--- src/rtl/regctl_pkg.sv ---
package regctl_pkg;
   typedef enum logic {ST_ADDR = 1'b0, ST_DATA = 1'b1} pair_st_t;
   localparam logic [6:0] ADR_SWRST = 7'h00;
   localparam logic [6:0] ADR_LANE  = 7'h02;
   localparam logic [6:0] ADR_EDGE  = 7'h13;
endpackage

--- src/rtl/pair_fsm.sv ---
module pair_fsm
   import regctl_pkg::*;
#(
   parameter int BYTE_W      = 8,
   parameter int TIMEOUT_CYC = 8
) (
   input  logic              clk,
   input  logic              rst_n,
   input  logic              byte_fire,
   input  logic [BYTE_W-1:0] byte_in,
   output logic              wr_en,
   output logic              rd_en,
   output logic [BYTE_W-1:0] addr_q,
   output logic              in_data
);
   localparam int TMR_W = (TIMEOUT_CYC > 1) ? $clog2(TIMEOUT_CYC) : 1;

   pair_st_t st;
   logic     expire;

   assign in_data = (st == ST_DATA);
   assign wr_en   = in_data && byte_fire && !addr_q[BYTE_W-1];
   assign rd_en   = in_data && byte_fire &&  addr_q[BYTE_W-1];

   generate
      if (TIMEOUT_CYC > 0) begin : g_tmr
         logic [TMR_W-1:0] tmr;
         always_ff @(posedge clk or negedge rst_n) begin
            if (!rst_n)                  tmr <= '0;
            else if (!in_data)           tmr <= '0;
            else if (!byte_fire)         tmr <= tmr + 1'b1;
         end
         assign expire = in_data && !byte_fire && (tmr == TMR_W'(TIMEOUT_CYC - 1));
      end else begin : g_no_tmr
         assign expire = 1'b0;
      end
   endgenerate

   always_ff @(posedge clk or negedge rst_n) begin
      if (!rst_n) begin
         st     <= ST_ADDR;
         addr_q <= '0;
      end else begin
         case (st)
            ST_ADDR: if (byte_fire) begin
               addr_q <= byte_in;
               st     <= ST_DATA;
            end
            ST_DATA: if (byte_fire || expire) st <= ST_ADDR;
            default: st <= ST_ADDR;
         endcase
      end
   end
endmodule

--- src/rtl/reg_bank.sv ---
module reg_bank
   import regctl_pkg::*;
#(
   parameter int BYTE_W = 8,
   parameter int LANES  = 4
) (
   input  logic              clk,
   input  logic              rst_n,
   input  logic              wr_en,
   input  logic [BYTE_W-2:0] addr,
   input  logic [BYTE_W-1:0] wdata,
   output logic [BYTE_W-1:0] rdata,
   output logic              sw_rst,
   output logic [LANES-1:0]  lane_en,
   output logic              edge_sel
);
   always_ff @(posedge clk or negedge rst_n) begin
      if (!rst_n) begin
         sw_rst   <= 1'b0;
         lane_en  <= '0;
         edge_sel <= 1'b0;
      end else if (wr_en) begin
         case (addr)
            ADR_SWRST: begin
               if (wdata == '1)      sw_rst <= 1'b1;
               else if (wdata == '0) sw_rst <= 1'b0;
            end
            ADR_LANE:  lane_en  <= wdata[LANES-1:0];
            ADR_EDGE:  edge_sel <= wdata[0];
            default:   ;
         endcase
      end
   end

   always_comb begin
      case (addr)
         ADR_SWRST: rdata = {BYTE_W{sw_rst}};
         ADR_LANE:  rdata = BYTE_W'(lane_en);
         ADR_EDGE:  rdata = BYTE_W'(edge_sel);
         default:   rdata = '0;
      endcase
   end
endmodule

--- src/rtl/resp_buf.sv ---
module resp_buf #(
   parameter int BYTE_W = 8
) (
   input  logic              clk,
   input  logic              rst_n,
   input  logic              load,
   input  logic [BYTE_W-1:0] load_data,
   input  logic              tx_ready,
   output logic              tx_valid,
   output logic [BYTE_W-1:0] tx_data
);
   always_ff @(posedge clk or negedge rst_n) begin
      if (!rst_n) begin
         tx_valid <= 1'b0;
         tx_data  <= '0;
      end else if (load) begin
         tx_valid <= 1'b1;
         tx_data  <= load_data;
      end else if (tx_valid && tx_ready) begin
         tx_valid <= 1'b0;
      end
   end
endmodule

--- src/rtl/byte_pair_regctl.sv ---
module byte_pair_regctl #(
   parameter int BYTE_W      = 8,
   parameter int LANES       = 4,
   parameter int TIMEOUT_CYC = 1024
) (
   input  logic              clk,
   input  logic              rst_n,
   input  logic [BYTE_W-1:0] rx_data,
   input  logic              rx_valid,
   output logic              rx_ready,
   output logic [BYTE_W-1:0] tx_data,
   output logic              tx_valid,
   input  logic              tx_ready,
   output logic              sw_rst,
   output logic [LANES-1:0]  lane_en,
   output logic              edge_fall
);
   localparam logic [LANES-1:0] DDR_MASK = LANES'(2'b11);

   generate
      if (BYTE_W != 8) begin : g_bad_byte
         $error("byte_pair_regctl: BYTE_W must be 8");
      end
      if (LANES < 2 || LANES > BYTE_W) begin : g_bad_lanes
         $error("byte_pair_regctl: LANES must lie in 2..BYTE_W");
      end
      if (TIMEOUT_CYC < 0) begin : g_bad_tmo
         $error("byte_pair_regctl: TIMEOUT_CYC must not be negative");
      end
   endgenerate

   logic              byte_fire, wr_en, rd_en, in_data, edge_sel;
   logic [BYTE_W-1:0] cur_addr, rdata;

   assign rx_ready  = !tx_valid;
   assign byte_fire = rx_valid && rx_ready;
   assign edge_fall = edge_sel && (lane_en != DDR_MASK);

   pair_fsm #(.BYTE_W(BYTE_W), .TIMEOUT_CYC(TIMEOUT_CYC)) u_fsm (
      .clk(clk), .rst_n(rst_n), .byte_fire(byte_fire), .byte_in(rx_data),
      .wr_en(wr_en), .rd_en(rd_en), .addr_q(cur_addr), .in_data(in_data)
   );

   reg_bank #(.BYTE_W(BYTE_W), .LANES(LANES)) u_regs (
      .clk(clk), .rst_n(rst_n), .wr_en(wr_en), .addr(cur_addr[BYTE_W-2:0]),
      .wdata(rx_data), .rdata(rdata), .sw_rst(sw_rst), .lane_en(lane_en),
      .edge_sel(edge_sel)
   );

   resp_buf #(.BYTE_W(BYTE_W)) u_resp (
      .clk(clk), .rst_n(rst_n), .load(rd_en), .load_data(rdata),
      .tx_ready(tx_ready), .tx_valid(tx_valid), .tx_data(tx_data)
   );
endmodule

--- config.mk ---
export PLATFORM = sky130hd
export DESIGN_NAME = byte_pair_regctl
export DESIGN_NICKNAME = d
export VERILOG_FILES = /design/src/rtl/regctl_pkg.sv /design/src/rtl/pair_fsm.sv /design/src/rtl/reg_bank.sv /design/src/rtl/resp_buf.sv /design/src/rtl/byte_pair_regctl.sv
export SDC_FILE = /design/constraint.sdc
export NUM_CORES = 1
export LEC_CHECK = 0
export BUFFER_PORTS_ARGS = -buffer_cell sky130_fd_sc_hd__clkbuf_2
export CAP_MARGIN = 10
export CORE_MARGIN = 4
export CORE_UTILIZATION = 30
export DETAILED_ROUTE_END_ITERATION = 6
export PLACE_DENSITY_LB_ADDON = 0.12
export SLEW_MARGIN = 10
export SYNTH_ARGS = -nofsm -noshare
export SYNTH_HDL_FRONTEND = slang
export SYNTH_HIERARCHICAL = 1
export SYNTH_SLANG_ARGS = --single-unit
--- constraint.sdc ---
create_clock -name clk -period 1.9 [get_ports clk]
set_input_delay 0.095 -clock clk [delete_from_list [all_inputs] [get_ports clk]]
set_output_delay 0.095 -clock clk [all_outputs]
set_load 0.1 [all_outputs]
==> results of run 1 <==
[kinds of logic after synthesis]
logic type | synth area share [%]
AOI/OAI and AO/OA | 8.15
buffers and inverters | 3.96
DFF | 51.8
adders and majority gates | 0.761
xor gates and xnor gates | 2.13
muxes | 16.8
and+or+nand+nor | 16.4
[synthesized netlist by cell type (3+ instances only)]
| master | n |
|---|---|
| o31ai_1 | 3 |
| xor2_1 | 3 |
| buf_4 | 3 |
| mux2_4 | 8 |
| mux2_2 | 13 |
| nand2_1 | 7 |
| dfrtp_1 | 34 |
| or4_1 | 3 |
| nor2_1 | 8 |
| a21oi_1 | 8 |
| o21ai_0 | 4 |
| nand3_1 | 4 |
| inv_1 | 6 |
[flip-flops by register name, indices dropped and copies added (netlist names)]
| register | cells |
|---|---|
| u_regs/lane_en | 4 |
| u_fsm/in_data | 1 |
| u_resp/tx_data | 8 |
| u_fsm/addr_q | 8 |
| u_resp/tx_valid | 1 |
| u_fsm/g_tmr.tmr | 10 |
| u_regs/edge_sel | 1 |
| u_regs/sw_rst | 1 |
[metrics by stage]
| stage | instances | hold slack, ns |
|---|---|---|
| after floorplan | 137 | -0.201 |
| after global placement | 234 | 0.0961 |
| after detailed placement | 234 | 0.104 |
| after CTS | 242 | 0.0659 |
| after global routing | 242 | 0.0716 |
| final | 242 | 0.0772 |
[what timing repair did]
item,CTS,global route
hold buffers,1,0
endpoints found under the hold margin,18,0
resized for setup,0,1
setup endpoints to repair,0,1
[routing by layer]
layer / up-vias / track usage, % / share of wire (%)
met3: 5 / 3.40 / 5.0
met4: 0 / 3.49 / 0.83
met5: - / 0 / 0
met1: 593 / 15.2 / 48
met2: 24 / 18.3 / 46
li1: 563 / - / -
[worst register-to-register path, cell delays in order, from the launching register on]
cell,delay [ns]
dfrtp_4,0.48
nor2b_1,0.17
inv_1,0.11
nor3_2,0.20
buf_4,0.15
nand4_2,0.16
mux2_2,0.33
[worst paths after layout]
kind / depth (start not counted) / slack [ns] / end
max: 6 / 0.20 / u_regs/lane_en[0]$_DFFE_PN0P_
min: 3 / 0.08 / u_resp/tx_valid$_DFFE_PN0P_
max reg2reg: 6 / 0.20 / u_regs/lane_en[0]$_DFFE_PN0P_
min reg2reg: 1 / 0.51 / u_resp/tx_data[1]$_DFFE_PN0P_
max in group asynchronous: 3 / 1.05 / u_regs/sw_rst$_DFFE_PN0P_
min in group asynchronous: 2 / 0.32 / u_fsm/addr_q[6]$_DFFE_PN0P_
[power breakdown]
group	internal, mW	leakage, nW	switching (mW)	total [mW]
Clock	0.246	0.0438	0.244	0.489
Combinational	0.317	0.425	0.674	0.992
Sequential	0.892	0.445	0.197	1.09
[cell type report]
type / count / area, um2
clock inverter: 2 / 10.0
timing repair buffer: 34 / 190
sequential: 34 / 855
inverter: 6 / 22.5
clock buffer: 5 / 68.8
multi-input combinational: 91 / 748
fill: 546 / 3220
tap: 70 / 87.6
==> impl_metrics.env, run 1 <==
export IMPL_outcome="finished clean"
export IMPL_grt_pass1_wl_um=5860
export IMPL_synth_area_top_cells="dfrtp_1, mux2_2, mux2_4"
export IMPL_crit_chain="nor2b_1 -> inv_1 -> nor3_2 -> buf_4 -> nand4_2 -> mux2_2"
export IMPL_power_density_mw_per_mm2=1300
export IMPL_cts_max_level=2
export IMPL_netlist_area_mm2=0.00164
export IMPL_min_period_ns=1.70
export IMPL_first_iter_violations=117
export IMPL_gp_congestion=0.748
export IMPL_max_freq_ghz=0.587
export IMPL_clk_pin_slew_ns=0.07
export IMPL_ant_nets=0
export IMPL_worst_pin_slew_ns=0.549
export IMPL_setup_viol=0
export IMPL_cpPeakStageDelay_ns=0.48
export IMPL_fin_ws_ns=0.196
export IMPL_fin_util_pct=38.1
export IMPL_crit_family="simple AND/OR/NAND/NOR gates"
export IMPL_required_ns=2.06
export IMPL_synth_warnings=6
export IMPL_clock_skew_ns=0.00637
export IMPL_start_util_pct=31.6
export IMPL_n_antenna_cell=0
export IMPL_fp_row_count=26
export IMPL_vias=1185
export IMPL_cp_end_kind="flop"
export IMPL_clock_latency_ns=0.28
export IMPL_antenna_found_initial=0
export IMPL_power_mw=2.57
export IMPL_synthToLayoutAreaGrowth_pct=20.6
export IMPL_fp_coreArea_mm2=0.00520
export IMPL_synth_largest_area_cell="dfrtp_1"
export IMPL_critical_path_max_fanout=4
export IMPL_drv_slew=0
export IMPL_mostFrequentLayoutCell="dfrtp_1"
export IMPL_slowest_stage="dfrtp_4"
export IMPL_drive_gt1_share_pct=42.4
export IMPL_die_h_um=82
export IMPL_port_buffers=27
export IMPL_die_w_um=82
export IMPL_postPlaceCellArea_mm2=0.00188
export IMPL_seq_area_frac_synth_pct=51.8
export IMPL_crit_type="reg2reg"
export IMPL_startpoint_type="flop"
export IMPL_wirelength_um=3500
export IMPL_async_flop_share_pct=100
export IMPL_ys_types=38
export IMPL_first_pass_iters=4
export IMPL_worstPathArrival_ns=1.87
export IMPL_cap_violations=0
export IMPL_slew_headroom_pct=63.6
export IMPL_synth_cells=137
export IMPL_cts_buffers_inserted=5
export IMPL_pin_count=28
export IMPL_synth_top_flop_cell="dfrtp_1"
export IMPL_fin_setup_tns_ns=0
export IMPL_final_cell_mix="dfrtp_1, clkbuf_2, mux2_2"
export IMPL_cts_path_max_buffers=2
export IMPL_critPathBufInv=2
export IMPL_min_from="tx_ready"
export IMPL_rr_startpoint="u_resp/tx_valid$_DFFE_PN0P_"
export IMPL_syn_avg_cell_area_um2=12.0
export IMPL_rsz0062_at_grt="false"
export IMPL_post_drt_wl_per_cell_um=14.5
export IMPL_dieArea_mm2=0.00672
export IMPL_postCtsSetupRepairBufs=0
export IMPL_grt_pass1_vias=1217
export IMPL_vias_per_cell=4.90
export IMPL_vdd_ir_drop_worst_mv=0.742
export IMPL_stdcell_area_mm2=0.00198
export IMPL_grt_usage_pct=11.5
export IMPL_root_buffer="clkbuf_8"
export IMPL_final_hold_viol_count=0
export IMPL_ys_ff_latch=34
export IMPL_fin_crit_sh_pct=89.7
export IMPL_drc=0
export IMPL_crit_start="u_resp/tx_valid$_DFFE_PN0P_"
export IMPL_clkSinkCount=34
export IMPL_grt_overflow_total=0
export IMPL_cts_tree="yes"
export IMPL_synth_edff_count=0
export IMPL_hpwl_um=2610
export IMPL_place_ws_ns=0.189
export IMPL_num_nets_final=185
export IMPL_grt_max_degree=21
export IMPL_hp_class="in2reg"
export IMPL_yosys_area_top_type_share_pct=51.8
export IMPL_synth_fp_nets=150
export IMPL_leakage_nw=0.914
Power figures use the tool's default switching activity.
==> run 2: changes to the inputs <==
--- a/config.mk
+++ b/config.mk
@@ -8,9 +8,10 @@
 export BUFFER_PORTS_ARGS = -buffer_cell sky130_fd_sc_hd__clkbuf_2
 export CAP_MARGIN = 10
 export CORE_MARGIN = 4
-export CORE_UTILIZATION = 30
+export CORE_UTILIZATION = 50
 export DETAILED_ROUTE_END_ITERATION = 6
 export PLACE_DENSITY_LB_ADDON = 0.12
+export RECOVER_POWER = 25
 export SLEW_MARGIN = 10
 export SYNTH_ARGS = -nofsm -noshare
 export SYNTH_HDL_FRONTEND = slang
==> constraint.sdc (replaced) <==
create_clock -name clk -period 1.9 [get_ports clk]
set_input_delay 0.19 -clock clk [delete_from_list [all_inputs] [get_ports clk]]
set_output_delay 0.19 -clock clk [all_outputs]
set_load 0.1 [all_outputs]
==> run 2 against run 1 <==
Die area shrank 37%. Flip-flop and latch count did not move. Register-to-register slack worse by 0.03 ns. Sequential share of layout area grew 0.83 points. Non-clock buffer count down 1. Routed wire length fell by 10%. Sequential power hardly changed. Final cell count shrank 11%. Hold slack improved by 0.021 ns. Utilization up 25 points. Critical path type unchanged.
==> impl_metrics.env, run 2 (synthesized netlist as in run 1, its figures left out) <==
export IMPL_vias_per_cell=5.49
export IMPL_die_h_um=65.3
export IMPL_gp_congestion=0.741
export IMPL_hpwl_um=2320
export IMPL_first_pass_iters=4
export IMPL_port_buffers=27
export IMPL_num_nets_final=184
export IMPL_fp_row_count=20
export IMPL_required_ns=2.13
export IMPL_cpPeakStageDelay_ns=0.50
export IMPL_grt_usage_pct=16.9
export IMPL_power_switching_mw=1.10
export IMPL_fp_coreArea_mm2=0.00310
export IMPL_power_density_mw_per_mm2=1350
export IMPL_final_hold_viol_count=0
export IMPL_setup_viol=0
export IMPL_first_iter_violations=42
export IMPL_crit_chain="nor2b_1 -> inv_1 -> nor3_2 -> buf_4 -> nand4_2 -> mux2_2"
export IMPL_outcome="finished clean"
export IMPL_worstPathArrival_ns=1.96
export IMPL_clock_latency_ns=0.36
export IMPL_drive_gt1_share_pct=41.3
export IMPL_clock_skew_ns=0.0206
export IMPL_wirelength_um=3150
export IMPL_max_freq_ghz=0.577
export IMPL_synthToLayoutAreaGrowth_pct=18.4
export IMPL_switching_share_pct=42.1
export IMPL_slowest_stage="dfrtp_4"
export IMPL_min_period_ns=1.73
export IMPL_grt_pass1_vias=1210
export IMPL_final_cell_mix="dfrtp_1, clkbuf_2, mux2_2"
export IMPL_top_register="u_fsm/g_tmr.tmr"
export IMPL_fill_cells=264
export IMPL_clkPwrFrac_pct=21.2
export IMPL_cp_end_kind="flop"
export IMPL_combPwrFrac_pct=37.6
export IMPL_grt_pass1_wl_um=5390
export IMPL_vias=1185
export IMPL_dieArea_mm2=0.00427
export IMPL_grt_max_degree=23
export IMPL_start_util_pct=52.9
export IMPL_clkSinkCount=34
export IMPL_rsz0062_at_grt="false"
export IMPL_largest_reg_flops=10
export IMPL_n_antenna_cell=0
export IMPL_hp_class="in2reg"
export IMPL_slew_headroom_pct=51.1
export IMPL_drc=0
export IMPL_drv_slew=0
export IMPL_grt_overflow_total=0
export IMPL_leakage_nw=0.907
export IMPL_critical_path_max_fanout=4
export IMPL_p_seq_share_pct=41.2
export IMPL_pin_count=28
export IMPL_antenna_found_initial=0
export IMPL_cts_max_level=2
export IMPL_fin_ws_ns=0.168
export IMPL_vdd_ir_drop_worst_mv=0.909
export IMPL_ant_nets=0
export IMPL_finalNonFillerCells=216
export IMPL_cap_violations=0
export IMPL_cts_path_max_buffers=2
export IMPL_root_buffer="clkbuf_4"
export IMPL_cts_tree="yes"
export IMPL_cts_buffers_inserted=5
export IMPL_mostFrequentLayoutCell="dfrtp_1"
export IMPL_crit_type="reg2reg"
export IMPL_placed_cells=207
export IMPL_intPower_mw=1.52
export IMPL_postCtsSetupRepairBufs=0
export IMPL_die_w_um=65.3
export IMPL_reg_largest_list="u_fsm/g_tmr.tmr: 10 flops, u_fsm/addr_q: 8 flops, u_resp/tx_data: 8 flops"
export IMPL_place_ws_ns=0.120
export IMPL_startpoint_type="flop"
export IMPL_fin_crit_sh_pct=91.2
export IMPL_post_drt_wl_per_cell_um=14.6
export IMPL_worst_pin_slew_ns=0.733
export IMPL_clk_pin_slew_ns=0.11
==> run 2: per-stage QoR <==
step | hold WS (ns) | utilization [%] | area [um2] | power [mW] | TNS (ns)
final | 0.0981 | 62.7 | 1940 | 2.62 | 0
after global routing | 0.0980 | 62.7 | 1940 | 2.76 | 0
after CTS | 0.0887 | 62.3 | 1930 | 2.62 | 0
after detailed placement | 0.113 | 59.3 | 1840 | 2.07 | 0
after global placement | 0.104 | 59.3 | 1840 | 2.04 | 0
after floorplan | -0.106 | - | 1650 | 1.86 | -0.127
==> run 2: worst paths after layout <==
path / cells past startpoint / from / slack (ns) / endpoint
max: 6 / u_resp/tx_valid$_DFFE_PN0P_ / 0.17 / u_regs/lane_en[1]$_DFFE_PN0P_
min: 3 / tx_ready / 0.1 / u_resp/tx_valid$_DFFE_PN0P_
max reg2reg: 6 / u_resp/tx_valid$_DFFE_PN0P_ / 0.17 / u_regs/lane_en[1]$_DFFE_PN0P_
min reg2reg: 1 / u_resp/tx_data[5]$_DFFE_PN0P_ / 0.52 / u_resp/tx_data[5]$_DFFE_PN0P_
max in group asynchronous: 3 / rst_n / 0.49 / u_fsm/addr_q[0]$_DFFE_PN0P_
min in group asynchronous: 2 / rst_n / 0.39 / u_fsm/in_data$_DFF_PN0_
==> run 2: repair_timing <==
| item | 4_1_cts | 5_1_grt |
|---|---|---|
| gates resized for setup | 0 | 2 |
| endpoints found under the setup margin | 0 | 1 |
| hold endpoints to repair | 12 | 0 |
| hold buffers | 1 | 0 |
==> run 2: layout make-up <==
type	count	area (um2)	share of cell area, %
clock buffer	7	55.1	2.83
multi-input combinational	91	748	38.5
tap	44	55.1	2.83
timing repair buffer	33	179	9.20
clock inverter	1	30.0	1.54
sequential	34	855	44.0
inverter	6	22.5	1.16
==> run 2: power by group through the flow <==
stage	registers (mW)	clock network, mW	logic (mW)
after global routing	1.11	0.607	1.05
after global placement	1.07	0	0.965
after CTS	1.07	0.569	0.987
after floorplan	1.35	0	0.508
final	1.08	0.558	0.987
after detailed placement	1.08	0	0.985
==> run 2: per-layer routing <==
layer	wire, um	track usage, %	vias up	share of wire [%]
li1	-	-	565	-
met1	1410	20.2	587	45
met4	74	9.33	0	2.4
met2	1480	27.6	25	47
met3	177	4.62	8	5.6
met5	0	0	-	0
==> run 2: worst max-delay path: cells and delay by family (launching register included) <==
family / cells / cell delay (ns)
simple gates: 3 / 0.51
flops: 1 / 0.50
mux: 1 / 0.32
buf+inv: 2 / 0.26
